## src/rtl/ecc_cap_pkg.sv

```systemverilog
package ecc_cap_pkg;
    localparam int ADDR_W = 32;
    localparam int DATA_W = 32;
    localparam int SYN_W  = 8;
    localparam int ATTR_W = 4;
    localparam int MID_W  = 4;
    localparam int RIDX_W = 3;
    localparam int NCLASS = 2;
    localparam int CLS_CORR = 0;
    localparam int CLS_UNC  = 1;

    typedef enum logic [RIDX_W-1:0] {
        REG_CFG  = 3'd0,
        REG_STAT = 3'd1,
        REG_ADDR = 3'd2,
        REG_SYN  = 3'd3,
        REG_ATTR = 3'd4,
        REG_MID  = 3'd5,
        REG_DATA = 3'd6
    } reg_idx_e;

    typedef struct packed {
        logic [ADDR_W-1:0] addr;
        logic [SYN_W-1:0]  syn;
        logic              kind;
        logic [ATTR_W-1:0] attr;
        logic [MID_W-1:0]  mid;
        logic [DATA_W-1:0] data;
    } snap_t;

    typedef struct packed {
        logic [NCLASS-1:0] cfg;
        logic [NCLASS-1:0] stat;
    } ctrl_t;
endpackage

```

## src/rtl/ecc_evt_qual.sv

```systemverilog
module ecc_evt_qual
    import ecc_cap_pkg::*;
(
    input  logic [NCLASS-1:0] evt_i,
    input  logic [NCLASS-1:0] cfg_i,
    output logic [NCLASS-1:0] set_o,
    output logic              cap_o,
    output logic              kind_o
);
    for (genvar c = 0; c < NCLASS; c++) begin : g_cls
        assign set_o[c] = evt_i[c] & cfg_i[c];
    end

    assign cap_o  = |set_o;
    // noncorrectable class owns the snapshot when both qualify
    assign kind_o = set_o[CLS_UNC];
endmodule

```

## src/rtl/ecc_ctrl_regs.sv

```systemverilog
module ecc_ctrl_regs
    import ecc_cap_pkg::*;
(
    input  logic              clk,
    input  logic              rst_n,
    input  logic              wr_i,
    input  logic [RIDX_W-1:0] idx_i,
    input  logic [DATA_W-1:0] wdata_i,
    input  logic [NCLASS-1:0] set_i,
    output logic [NCLASS-1:0] cfg_o,
    output logic [NCLASS-1:0] stat_o
);
    ctrl_t ctrl_d, ctrl_q;
    logic [NCLASS-1:0] clr;

    always_comb begin
        ctrl_d = ctrl_q;
        clr    = '0;
        if (wr_i && idx_i == REG_CFG) begin
            ctrl_d.cfg = wdata_i[NCLASS-1:0];
        end
        if (wr_i && idx_i == REG_STAT) begin
            clr = wdata_i[NCLASS-1:0];
        end
        ctrl_d.stat = (ctrl_q.stat & ~clr) | set_i;
    end

    always_ff @(posedge clk or negedge rst_n) begin
        if (!rst_n) ctrl_q <= '0;
        else        ctrl_q <= ctrl_d;
    end

    assign cfg_o  = ctrl_q.cfg;
    assign stat_o = ctrl_q.stat;

    for (genvar c = 0; c < NCLASS; c++) begin : g_chk
        AST_FLAG_NEEDS_EVENT: assert property (@(posedge clk) disable iff (!rst_n)
            $rose(stat_o[c]) |-> $past(set_i[c]));
        AST_EVENT_BEATS_CLEAR: assert property (@(posedge clk) disable iff (!rst_n)
            set_i[c] |=> stat_o[c]);
        AST_W1C_CLEARS: assert property (@(posedge clk) disable iff (!rst_n)
            (wr_i && idx_i == REG_STAT && wdata_i[c] && !set_i[c]) |=> !stat_o[c]);
    end
endmodule

```

## src/rtl/ecc_snap_regs.sv

```systemverilog
module ecc_snap_regs
    import ecc_cap_pkg::*;
(
    input  logic  clk,
    input  logic  rst_n,
    input  logic  cap_i,
    input  snap_t snap_i,
    output snap_t snap_o
);
    snap_t snap_d, snap_q;

    always_comb begin
        snap_d = snap_q;
        if (cap_i) snap_d = snap_i;
    end

    // detail storage carries no reset
    always_ff @(posedge clk) begin
        snap_q <= snap_d;
    end

    assign snap_o = snap_q;

    AST_SNAPSHOT_LOADS: assert property (@(posedge clk) disable iff (!rst_n)
        cap_i |=> (snap_o == $past(snap_i)));
    AST_SNAPSHOT_HOLDS: assert property (@(posedge clk) disable iff (!rst_n)
        !cap_i |=> $stable(snap_o));
endmodule

```

## src/rtl/ecc_read_port.sv

```systemverilog
module ecc_read_port
    import ecc_cap_pkg::*;
(
    input  logic              clk,
    input  logic              rst_n,
    input  logic              rd_i,
    input  logic [RIDX_W-1:0] idx_i,
    input  logic [NCLASS-1:0] cfg_i,
    input  logic [NCLASS-1:0] stat_i,
    input  snap_t             snap_i,
    output logic [DATA_W-1:0] rdata_o
);
    localparam int PAD_CLS = DATA_W - NCLASS;
    localparam int PAD_SYN = DATA_W - SYN_W - 1;
    localparam int PAD_ATR = DATA_W - ATTR_W;
    localparam int PAD_MID = DATA_W - MID_W;

    logic [DATA_W-1:0] rdata_d, rdata_q;

    always_comb begin
        rdata_d = '0;
        if (rd_i) begin
            case (idx_i)
                REG_CFG:  rdata_d = {{PAD_CLS{1'b0}}, cfg_i};
                REG_STAT: rdata_d = {{PAD_CLS{1'b0}}, stat_i};
                REG_ADDR: rdata_d = DATA_W'(snap_i.addr);
                REG_SYN:  rdata_d = {{PAD_SYN{1'b0}}, snap_i.kind, snap_i.syn};
                REG_ATTR: rdata_d = {{PAD_ATR{1'b0}}, snap_i.attr};
                REG_MID:  rdata_d = {{PAD_MID{1'b0}}, snap_i.mid};
                REG_DATA: rdata_d = snap_i.data;
                default:  rdata_d = '0;
            endcase
        end
    end

    always_ff @(posedge clk or negedge rst_n) begin
        if (!rst_n) rdata_q <= '0;
        else        rdata_q <= rdata_d;
    end

    assign rdata_o = rdata_q;

    AST_IDLE_READS_ZERO: assert property (@(posedge clk) disable iff (!rst_n)
        !rd_i |=> (rdata_o == '0));
endmodule

```

## src/rtl/ecc_capture_unit.sv

```systemverilog
module ecc_capture_unit
    import ecc_cap_pkg::*;
(
    input  logic              clk,
    input  logic              rst_n,
    input  logic              evt_corr_i,
    input  logic              evt_unc_i,
    input  logic [ADDR_W-1:0] evt_addr_i,
    input  logic [SYN_W-1:0]  evt_syn_i,
    input  logic [ATTR_W-1:0] evt_attr_i,
    input  logic [MID_W-1:0]  evt_mid_i,
    input  logic [DATA_W-1:0] evt_data_i,
    input  logic              reg_wr_i,
    input  logic              reg_rd_i,
    input  logic [RIDX_W-1:0] reg_idx_i,
    input  logic [DATA_W-1:0] reg_wdata_i,
    output logic [DATA_W-1:0] reg_rdata_o
);
    logic [NCLASS-1:0] evt, cfg, stat, set;
    logic              cap, kind;
    snap_t             snap_in, snap;

    assign evt[CLS_CORR] = evt_corr_i;
    assign evt[CLS_UNC]  = evt_unc_i;

    ecc_evt_qual u_qual (
        .evt_i  (evt),
        .cfg_i  (cfg),
        .set_o  (set),
        .cap_o  (cap),
        .kind_o (kind)
    );

    ecc_ctrl_regs u_ctrl (
        .clk     (clk),
        .rst_n   (rst_n),
        .wr_i    (reg_wr_i),
        .idx_i   (reg_idx_i),
        .wdata_i (reg_wdata_i),
        .set_i   (set),
        .cfg_o   (cfg),
        .stat_o  (stat)
    );

    always_comb begin
        snap_in      = '0;
        snap_in.addr = evt_addr_i;
        snap_in.syn  = evt_syn_i;
        snap_in.kind = kind;
        snap_in.attr = evt_attr_i;
        snap_in.mid  = evt_mid_i;
        snap_in.data = evt_data_i;
    end

    ecc_snap_regs u_snap (
        .clk    (clk),
        .rst_n  (rst_n),
        .cap_i  (cap),
        .snap_i (snap_in),
        .snap_o (snap)
    );

    ecc_read_port u_rd (
        .clk     (clk),
        .rst_n   (rst_n),
        .rd_i    (reg_rd_i),
        .idx_i   (reg_idx_i),
        .cfg_i   (cfg),
        .stat_i  (stat),
        .snap_i  (snap),
        .rdata_o (reg_rdata_o)
    );

    AST_UNC_OWNS_SNAPSHOT: assert property (@(posedge clk) disable iff (!rst_n)
        (evt_unc_i && evt_corr_i && cfg == 2'b11) |=> (snap.kind && stat == 2'b11));
    AST_DISABLED_NO_CAPTURE: assert property (@(posedge clk) disable iff (!rst_n)
        ((evt & cfg) == '0) |=> $stable(snap));
endmodule

```

## config.mk

```make
export PLATFORM = sky130hd
export DESIGN_NAME = ecc_capture_unit
export DESIGN_NICKNAME = d
export VERILOG_FILES = /design/src/rtl/ecc_cap_pkg.sv /design/src/rtl/ecc_evt_qual.sv /design/src/rtl/ecc_ctrl_regs.sv /design/src/rtl/ecc_snap_regs.sv /design/src/rtl/ecc_read_port.sv /design/src/rtl/ecc_capture_unit.sv
export SDC_FILE = /design/constraint.sdc
export NUM_CORES = 1
export LEC_CHECK = 0
export ABC_AREA = 1
export BUFFER_PORTS_ARGS = -buffer_cell sky130_fd_sc_hd__buf_2
export CAP_MARGIN = 20
export CORE_MARGIN = 4
export CORE_UTILIZATION = 45
export CTS_CLUSTER_SIZE = 16
export DETAILED_ROUTE_END_ITERATION = 6
export GPL_ROUTABILITY_DRIVEN = 0
export MAX_ROUTING_LAYER = met4
export PLACE_DENSITY = 0.73
export SETUP_SLACK_MARGIN = 0.2
export SYNTH_ARGS = -nofsm -noshare
export SYNTH_HDL_FRONTEND = slang
export SYNTH_SLANG_ARGS = --single-unit
```

## constraint.sdc

```tcl
create_clock -name clk -period 12.1 [get_ports clk]
set_input_delay 0.605 -clock clk [delete_from_list [all_inputs] [get_ports clk]]
set_output_delay 0.605 -clock clk [all_outputs]
set_load 0.05 [all_outputs]
```

==> impl_summary.md, run 1 <==
Yosys
Yosys attributes the largest share of cell area to sky130_fd_sc_hd__edfxtp_1 56%, sky130_fd_sc_hd__dfrtp_1 21%, sky130_fd_sc_hd__nand4_1 11%. The post-synthesis share of cell area spent on xor and xnor gates is 0%. Multiplexer cells account for 0% of the synthesized area. The synthesized design devotes to its leading area cell type 56.1% of total area. The synthesized design contains 117 register bits. Yosys mapped the design onto 18 distinct sky130hd cell types.

The synthesized netlist devotes 4.53% of its cell area to compound gates. When the netlist entered floorplanning its net count stood at 424. The biggest area contributor in the post-synthesis netlist is sky130_fd_sc_hd__edfxtp_1.

Summing the sequential cell areas from Yosys gives 76.9% of the chip area. Synthesis handed over a netlist of 303 instances. The number of warnings issued by yosys is 0. In this run the cell area of the synthesized design comes to 4340 um2. The largest family of logic cells by synthesized area is simple AND/OR/NAND/NOR gates. The average instance area after synthesis is 14.3 um2. The synthesized netlist devotes 14.1% of its cell area to simple gates. The fraction of the mapped netlist area in adder cells is 0%.

STA
Based on the critical path, the design can be clocked at up to 507 MHz. The number of endpoints failing setup at the final stage is 0. The portion of the clock cycle consumed by the worst path in the final layout is 16.3%. Setup repair after global routing left no endpoint under its margin. The final-report hold violation count was 0. Setup total negative slack on the finished layout was measured at 0 ns. For the final database, setup skew stands at 0.00971 ns. The slew of the pin with the lowest slew margin is 1.04 ns. The max-slew violation count is 0. The worst pin sits at a relative slew slack of 30.7%.

The clock period minus worst slack is 1.97 ns.

GRT
The busiest layer in global routing is met2. The met2 track demand over resource in global routing is 29.7%. The initial antenna violation count is 0. The maximum number of pins on one net before global-route repair is 82. The met3 demand-to-capacity share in global routing is 4.25%.

The first-pass GRT wire length is 15.0 mm. Across every metal layer, demand over resource in global routing totals 17.8%. Summed over all layers, the global routing overflow is 0. The via count of the first global-routing pass is 3018. The global-route track usage on met1 is 21.1%.

Worst setup path
The kind of end point of the critical path is a register. The number of buffers and inverters on the critical path is 2. Among the stages of the critical path, the cell type that occurs most often is sky130_fd_sc_hd__nor2_1. Tracing the worst setup path back leads to its startpoint at reg_idx_i[2]. For this design, the slowest cell found on the critical path is sky130_fd_sc_hd__buf_2. The critical path goes through buf_2, inv_2, nand4_1, nand3_1, nor2_1, nor2_1. For the worst setup path, the data arrival time is 2.32 ns. Data on the critical path is required at its endpoint by 12.45 ns. STA classifies the critical path startpoint as an input pin. On the worst path, the slowest cell contributes a delay of 0.62 ns. The kind of cell with the highest combined delay along the critical path is buffers and inverters. The startpoint identified for the worst register-to-register timing path is u_ctrl.cfg_o[1]. In this run the worst path has a maximum fanout of 46. By startpoint and endpoint, the worst setup path is classified as in2reg.

Hold path
In this run the worst hold path is classified as in2async.

Floorplanning
The floorplan has 35 rows. The I/O pin count is 153. The initial utilization of the core area, before any placement, comes to 46.5%. From left edge to right edge, the die measures 106 um. The die footprint is 11300 um2. The vertical extent of the die is 106 um. The total core area is 9330 um2.

Finish
The fraction of layout instances using a drive strength above 1 is 37.0%. Relative to the synthesized area, the layout overhead comes to 29.1%. The number of antenna diodes in the final layout is 0. The core utilization of the finished layout is 60.0%. After the last flow step, the layout net total stands at 541. The final cell count without fillers is 562.

Power
Net switching is 23.1% of the power. Summed over all nets, the switching power comes to 245 uW. The power share of the sequential group is 46.2%. Internal power comes to 816 uW. The proportion of power drawn by combinational gates is 8.5%. Summed over all cells, the static leakage comes to 0.00234 uW. The worst-case vdd ir drop is 0.0852 mV. Power spread over the standard cell area amounts to 190 nW/um2. Per report_power, the clock group accounts for 45.2% of the total.

Job
The number of max-cap violations is 0.

Clocking
The clock tree from TritonCTS is done. The clock reaches the later pin of the worst-skew pair after 0.49 ns. The clock root buffer is sky130_fd_sc_hd__clkbuf_8. The post-cts sizing count is 0. The clock drives 117 sinks. The clock buffer count from CTS is 17.

The number of buffers between clock root and the deepest sink is 2. The clock transition at the registers of the reported paths is 0.06 ns. After clock tree synthesis, the flow added hold-fix buffers numbering 0. The clock tree synthesis step divided the H-tree into 4 levels.

Once the clock tree was built, the setup fixing pass inserted 0 buffers.

Detailed routing
The first detailed-routing pass took 4 iterations. In the routed layout, each cell is associated on average with a via count of 5.26. In this run, the number of DRC markers left after iteration 0 of detailed routing was 140.

Once detail routing completed, the nets flagged for antenna violations numbered 0. The average wire per standard cell is 16.9 um. For this run, design rule violations remaining after detail routing come to 0. Summing over every cut layer, the via total after detailed routing is 2958. After detailed routing, the total wire length is 9.47 mm.

Place
The cell total after placement is 529. The HPWL after detailed placement is 5.73 mm. The port buffer count is 122.

Run status
The flow ran to the end, and the final reports show no timing, DRC or antenna violations.
==> flip-flops by register name (all words and copies together), names as in the netlist <==
signal and flops:
u_snap.snap_o 81, u_rd.rdata_o 32, u_ctrl.cfg_o 2, u_ctrl.stat_o 2
==> metal layers <==
layer / up-vias / routed length (um) / part of all wire [%]
met4: 0 / 146 / 1.5
li1: 1414 / - / -
met1: 1443 / 3910 / 41
met3: 10 / 401 / 4.2
met5: - / 0 / 0
met2: 91 / 5020 / 53
==> worst register-to-register path: stages, from the launching register on <==
cell and delay [ns]:
sky130_fd_sc_hd__dfrtp_1 0.37, sky130_fd_sc_hd__nand2_1 0.15, sky130_fd_sc_hd__o21ai_4 0.09, sky130_fd_sc_hd__buf_4 0.75
==> synth_stat cells <==
| cell type | count |
|---|---|
| sky130_fd_sc_hd__nor2_1 | 10 |
| sky130_fd_sc_hd__inv_4 | 1 |
| sky130_fd_sc_hd__clkbuf_4 | 2 |
| sky130_fd_sc_hd__a21oi_1 | 25 |
| sky130_fd_sc_hd__nand4_1 | 76 |
| sky130_fd_sc_hd__dfrtp_1 | 36 |
| sky130_fd_sc_hd__edfxtp_1 | 81 |
| sky130_fd_sc_hd__nand2_1 | 10 |
| sky130_fd_sc_hd__nor2_2 | 1 |
| sky130_fd_sc_hd__o21ai_1 | 7 |
| sky130_fd_sc_hd__inv_1 | 10 |
| sky130_fd_sc_hd__o21ai_0 | 1 |
| sky130_fd_sc_hd__nand3_1 | 11 |
| sky130_fd_sc_hd__clkbuf_1 | 5 |
| sky130_fd_sc_hd__a31oi_1 | 5 |
| sky130_fd_sc_hd__inv_2 | 2 |
| sky130_fd_sc_hd__buf_2 | 16 |
| sky130_fd_sc_hd__buf_4 | 4 |
==> worst paths after layout <==
| path | end | slack [ns] | cells after the start |
|---|---|---|---|
| worst max-delay path | u_rd.rdata_o[2] | 10.13 | 6 |
| worst min-delay path | u_rd.rdata_o[21] | 0.22 | 1 |
| worst max register to register | u_snap.snap_o[80] | 10.24 | 3 |
| worst min register to register | u_ctrl.stat_o[1] | 0.50 | 2 |
| max in group asynchronous | u_rd.rdata_o[31] | 11.34 | 1 |
| min in group clk | u_snap.snap_o[6] | 0.29 | 1 |
==> power by group through the flow <==
stage / Combinational (uW) / Clock, uW / Sequential [uW]
final: 90.5 / 480 / 491
after global routing: 99.6 / 512 / 494
after CTS: 90.8 / 491 / 491
after detailed placement: 90.5 / 0 / 498
after global placement: 87.7 / 0 / 497
after floorplan: 40.1 / 0 / 521
==> per-stage QoR <==
stage | setup WS (ns) | total power [uW] | hold WS [ns] | area (um2)
floorplan | 5.15 | 561 | 0.309 | 4340
global placement | 9.62 | 584 | 0.463 | 4990
detailed placement | 9.59 | 589 | 0.477 | 4990
CTS | 10.11 | 1070 | 0.225 | 5570
global route | 9.99 | 1110 | 0.251 | 5600
finish | 10.13 | 1060 | 0.221 | 5600
==> cell type report <==
cell class	instances	area, um2
well taps	129	161
repair buffers	125	653
clock buffers	19	422
multi-input cells	146	820
fillers	753	3730
inverters	13	51.3
flip-flops and latches	117	3330
clock inverters	13	158
==> layout by cell type, fill, tap and decap left out <==
cell                         count
sky130_fd_sc_hd__edfxtp_1       81
sky130_fd_sc_hd__nor2_1         10
sky130_fd_sc_hd__clkbuf_1        2
sky130_fd_sc_hd__a21oi_1        25
sky130_fd_sc_hd__nand3_1        11
sky130_fd_sc_hd__clkinv_2        5
sky130_fd_sc_hd__o21ai_1         7
sky130_fd_sc_hd__buf_2         122
sky130_fd_sc_hd__inv_1          10
sky130_fd_sc_hd__inv_6           1
sky130_fd_sc_hd__nand2_1        10
sky130_fd_sc_hd__clkinv_4        3
sky130_fd_sc_hd__inv_4           1
sky130_fd_sc_hd__nand4_1        76
sky130_fd_sc_hd__buf_4           2
sky130_fd_sc_hd__a31oi_1         5
sky130_fd_sc_hd__o21ai_4         1
sky130_fd_sc_hd__bufinv_16       3
sky130_fd_sc_hd__buf_16          1
sky130_fd_sc_hd__clkbuf_8        1
sky130_fd_sc_hd__nor2_2          1
sky130_fd_sc_hd__clkinvlp_4      1
sky130_fd_sc_hd__clkbuf_16      16
sky130_fd_sc_hd__inv_2           2
sky130_fd_sc_hd__dfrtp_1        36
==> cells by family (layout without fill, tap and decap cells) <==
logic type / count (synthesis) / in the layout
and+or+nand+nor: 108 / 108
buffers and inverters: 40 / 170
DFF: 117 / 117
AOI/OAI and AO/OA: 38 / 38
No activity file was read; power rests on OpenSTA's default activity.
==> run 2: changes to the inputs <==
Settings changed: CORE_UTILIZATION 45 to 44, PLACE_DENSITY 0.73 to 0.75.
Clock period 12.1 ns to 1.7 ns, I/O delays scaled along.
==> impl_summary.md, run 2 (synthesis gave the netlist of run 1 again) <==
Finish
The post-route netlist has 31.8% of its cells at a drive strength greater than 1. The number of nets in the layout is 636. Relative to the synthesized area, the layout overhead comes to 51.6%. The count of cells in the finished layout, fillers not included, comes to 658. The top cell types in the final layout, fill and taps aside, are 122 x sky130_fd_sc_hd__buf_2, 89 x sky130_fd_sc_hd__dlygate4sd3_1, 81 x sky130_fd_sc_hd__edfxtp_1. The number of flip-flops in the largest register is 81. At the end of the flow the core is filled with cells to 69.8%. Leaving out fill and tap cells, the most frequent cell in the layout is sky130_fd_sc_hd__buf_2.

Clocking
The clock tree from TritonCTS is done. The number of buffers inserted to repair setup after CTS is 0. The clock transition at the registers of the reported paths is 0.05 ns. The depth of the CTS H-tree is 4. In this run the deepest clock path goes through 2 buffers. The clock root buffer is sky130_fd_sc_hd__clkbuf_8. The source-to-sink clock delay at the later pin of the worst-skew pair is 0.49 ns. The clock buffer count from CTS is 17. The tree built by TritonCTS fans out to 117 sinks. The post-cts sizing count is 0.

Worst setup path
The peak fanout along the critical path is 61. The slowest stage cell on the critical path is sky130_fd_sc_hd__dfrtp_1. The start-to-end type of the worst setup path is reg2reg.

The critical path launch point type is a register. At the worst endpoint, the required time is 1.86 ns. The slack of the worst reg-to-reg path is 0.36 ns.

The peak per-stage delay on the critical path is 0.38 ns. The kind of end point of the critical path is a register. Walking the worst path, the cells encountered are nand2_1, o21ai_4, buf_12. The data arrival time of the worst path is 1.49 ns.

Detailed routing
The number of vias per cell after detailed routing is 5.22. The DRC violation count after routing is 0. The routed layout has 3436 vias.

The average wire per standard cell is 17.4 um. The first detailed-routing pass took 4 iterations. Once detail routing completed, the nets flagged for antenna violations numbered 0. For this block, the initial DRC count from the detailed router was 162.

Wires add up to 11.4 mm.

Job
The tool flagged a number of max-cap violations equal to 0.

Place
The cell total after placement is 536. The port buffer count is 122. The wire-length estimate of the detail-placed layout is 6.28 mm.

Floorplanning
The die covers 11500 um2. The vertical extent of the die is 107 um. The total core area is 9420 um2.

For this configuration, the core starts out at a cell density of 46.1%. The horizontal die dimension is 107 um. In this run the core area contains 35 standard-cell rows. For this design the top-level I/O count stands at 153.

Power
The leakage power of the design is 0.00274 uW. In this run the power density over the cells is 1210 nW/um2. Power comes to 7970 uW. VDD sags by at most 0.859 mV.

GRT
The maximum number of pins on one net before global-route repair is 62. The initial antenna violation count is 0. The first global-routing pass estimated 18.1 mm of wire. The total global routing track utilization is 21.5%. The via count of the first global-routing pass is 3713. The total global routing overflow is 0.

STA
Setup violations remaining at the end of the flow were counted as 0. For the final database, setup skew stands at 0.00658 ns. The portion of the clock cycle consumed by the worst path in the final layout is 78.7%. For the pin with the worst max-slew slack, the measured transition is 0.843 ns. Based on the critical path, the design can be clocked at up to 748 MHz.

The sum of negative setup slack is 0 ns. The max-slew violation count is 0. The final-report hold violation count is 0. The tightest slew margin relative to the limit is 43.8%. The tightest hold path in the finished design has a slack of 0.0676 ns. The routed design could run at a clock period as short as 1.34 ns. Setup repair after global routing left no endpoint under its margin.

Run status
The flow ran to the end, and the final reports show no timing, DRC or antenna violations.

Hold path
The path class of the tightest hold or removal check is in2reg.
run 2: stage by stage:
step | instance area (um2) | setup slack (ns)
2_1_floorplan | 4350 | -0.457
3_3_place_gp | 5070 | 0.463
3_5_place_dp | 5070 | 0.412
4_1_cts | 6570 | 0.383
5_1_grt | 6570 | 0.301
6_report | 6580 | 0.363
run 2: final timing paths:
check,from,to,depth (start not counted)
worst max-delay path,u_ctrl.cfg_o[1],u_snap.snap_o[59],3
worst min-delay path,reg_idx_i[2],u_rd.rdata_o[8],3
min in group asynchronous,rst_n,u_rd.rdata_o[20],2
worst min register to register,u_snap.snap_o[71],u_rd.rdata_o[22],2
max in group asynchronous,rst_n,u_rd.rdata_o[4],2
worst max register to register,u_ctrl.cfg_o[1],u_snap.snap_o[59],3
run 2: critical path, delay by kind of cell (launching register included):
family / cells / cell delay (ns)
flip-flops: 1 / 0.38
AO/OA/AOI/OAI: 1 / 0.11
buffers and inverters: 1 / 0.31
AND/OR/NAND/NOR: 1 / 0.15
run 2: layout make-up:
class                   instances  area [um2]
clock buffers                  19         432
clock inverters                13         181
fillers                       620        2840
inverters                      13        51.3
repair buffers                220        1590
diodes                          1        2.50
flip-flops and latches        117        3330
multi-input cells             146         820
well taps                     129         161
run 2: where the power goes:
| group | internal (uW) | switching [uW] | total [uW] |
|---|---|---|---|
| clock | 2410 | 1210 | 3620 |
| combinational | 340 | 525 | 865 |
| sequential | 3410 | 83.2 | 3490 |
| total | 6160 | 1810 | 7970 |
run 2: metal layers:
layer | up-vias | track usage, % | part of all wire (%)
met5 | - | - | 0
met2 | 144 | 37.7 | 55
met3 | 40 | 4.50 | 4.8
met4 | 0 | 11.8 | 4.0
li1 | 1604 | - | -
met1 | 1648 | 22.5 | 36
run 2: repair_timing:
action | in CTS | in global routing
hold buffers | 89 | 0
hold endpoints to repair | 121 | 0
setup endpoints to repair | 0 | 0
==> run 3: changes to the inputs <==
Clock period 1.7 ns to 1.1 ns, I/O delays scaled along.
==> impl_summary.md, run 3 (synthesis gave the netlist of run 1 again) <==
Run status
The flow ran to the end, but the final reports show violations. The final reports fail on hold timing, setup timing.

STA
For the final database, setup skew stands at 0.00740 ns. The final-report hold violation count came to 2. The maximum clock frequency is 803 MHz.

Setup repair after global routing could not meet its margin everywhere. The slack of the critical path is -0.145 ns. The number of endpoints failing setup at the final stage is 87. The final hold slack is -0.130 ns. The clock period minus worst slack is 1.24 ns. The slew of the pin with the lowest slew margin is 0.424 ns.

The max-slew violation count is 0. The portion of the clock cycle consumed by the worst path in the final layout is 113%. The sum of negative setup slack is -10.93 ns.

The tightest slew margin relative to the limit is 71.7%.

Worst setup path
STA classifies the critical path startpoint as a register. The required time at the worst-slack endpoint is 1.31 ns. The kind of end point of the critical path is a register. The critical path in this run is classified as reg2reg. Of all nets on the critical path, the largest fanout is 9. Data on the critical path arrives at its endpoint at 1.46 ns.

Finish
The fraction of layout instances using a drive strength above 1 is 35.7%. The register with the most flip-flops in the layout has 81 of them. In the layout the commonest cells are 90 x sky130_fd_sc_hd__buf_2, 85 x sky130_fd_sc_hd__dlygate4sd3_1, 81 x sky130_fd_sc_hd__edfxtp_1. The library cell used most frequently in the layout, excluding fill and tap cells, is sky130_fd_sc_hd__buf_2.

At the end of the flow, the number of nets in the layout was 651. 0 antenna diodes ended up in the layout. Compared with the post-synthesis result, the final layout area differs by 61.9%.

Clocking
The source-to-sink clock delay at the later pin of the worst-skew pair is 0.50 ns. Clock tree synthesis inserted a total of 17 buffers. The root buffer cell chosen for the clock tree is sky130_fd_sc_hd__clkbuf_8. The H-tree generated during clock tree synthesis spans 4 levels.

The number of hold-repair buffers added at the cts stage is 85. The clock transition at the registers of the reported paths is 0.06 ns. In this run the deepest clock path goes through 2 buffers. The clock tree from TritonCTS is done. The number of clock sinks is 117.

Power
The ratio of total power to cell area is 1760 nW/um2. The worst-case vdd ir drop is 1.16 mV. The analysis attributes to cell leakage a power of 0.00290 uW.

Detailed routing
In this run, the number of DRC markers left after iteration 0 of detailed routing was 236. In the routed layout, each cell is associated on average with a via count of 5.24. The via count is 3524. The DRC violation count after routing is 0. The average wire per standard cell is 18.0 um.

The remaining antenna violation count is 0. The total wirelength of the detailed-routed design is 12.1 mm. The count of TritonRoute iterations in the first routing pass is 5.

Hold path
The class of the tightest hold or removal check is in2reg.

GRT
The via count of the first global-routing pass was 3601. The first global-routing pass estimated 18.1 mm of wire. The met2 track demand over resource in global routing is 38.4%.

The met3 demand-to-capacity share in global routing is 4.80%. The maximum number of pins on one net before global-route repair is 68. The global-route track usage on met1 is 22.7%. Global routing used 21.5% of the available tracks across all layers. The initial antenna violation count is 0.

Summed over all layers, the global routing overflow is 0. The busiest layer in global routing is met2.

Floorplanning
The total core area is 9420 um2. The die footprint is 11500 um2. The floorplan has 35 rows.

The vertical extent of the die is 107 um. The horizontal die dimension is 107 um. Pin placement for this block handled 153 I/O pins.

The initial standard-cell utilization of the core is 46.1%.

Place
The worst setup slack after placement is -0.103 ns. Input and output buffers added on the ports amount to 122. The HPWL after detailed placement is 6.47 mm.

Job
The number of max-cap violations is 0.
[run 3: cell count changes in the layout (fill, tap and decap cells not counted), sizes merged]
cell,change
buf,+16
clkinv,+4
dlygate4sd3,-4
clkbuf,+3
bufinv,-2
clkinvlp,-2
diode,-1
[run 3: worst paths after layout]
kind                                          end  cells after the start  slack, ns             start
worst min register to register   u_ctrl.stat_o[1]                      2       0.51  u_ctrl.stat_o[1]
worst max-delay path            u_snap.snap_o[19]                      4      -0.14   u_ctrl.cfg_o[0]
worst min-delay path             u_ctrl.stat_o[0]                      3      -0.13        evt_corr_i
worst max register to register  u_snap.snap_o[19]                      4      -0.14   u_ctrl.cfg_o[0]
max in group asynchronous        u_rd.rdata_o[10]                      3       0.62             rst_n
min in group asynchronous        u_rd.rdata_o[21]                      2       0.03             rst_n
[run 3: report_power, final]
| part | internal [uW] | total, uW | switching, uW |
|---|---|---|---|
| clock network | 3260 | 5180 | 1920 |
| logic | 844 | 1750 | 909 |
| registers | 5270 | 5420 | 152 |
| total | 9370 | 12400 | 2980 |
[run 3: layout make-up]
class | count | area [um2]
fillers | 581 | 2390
flip-flops and latches | 117 | 3330
clock buffers | 19 | 432
inverters | 13 | 51.3
repair buffers | 235 | 2070
multi-input cells | 146 | 843
clock inverters | 13 | 134
well taps | 129 | 161
[run 3: what timing repair did]
| action | 4_1_cts | 5_1_grt |
|---|---|---|
| pin swaps | 0 | 3 |
| hold endpoints to repair | 124 | 3 |
| endpoints found under the setup margin | 116 | 116 |
| gates resized for setup | 69 | 7 |
| cloned | 1 | 5 |
| buffers inserted | 2 | 4 |
[run 3: metrics by stage]
stage	area (um2)	std cells	utilization [%]	power, uW
finish	7020	672	74.6	12400
detailed placement	5200	543	55.2	6610
global placement	5200	543	55.2	6560
global route	7020	672	74.6	12800
floorplan	4350	303	-	6090
CTS	6870	663	73.0	12100
[run 3: metal layers]
layer | vias to the layer above | part of all wire (%)
met5 | - | 0
li1 | 1638 | -
met2 | 148 | 56
met3 | 33 | 5.2
met4 | 0 | 3.1
met1 | 1705 | 36
[run 3: critical path, stage by stage (launching register included)]
cell and delay (ns):
sky130_fd_sc_hd__dfrtp_1 0.37, sky130_fd_sc_hd__inv_2 0.06, sky130_fd_sc_hd__o21ai_4 0.19, sky130_fd_sc_hd__buf_4 0.18
sky130_fd_sc_hd__buf_6 0.15
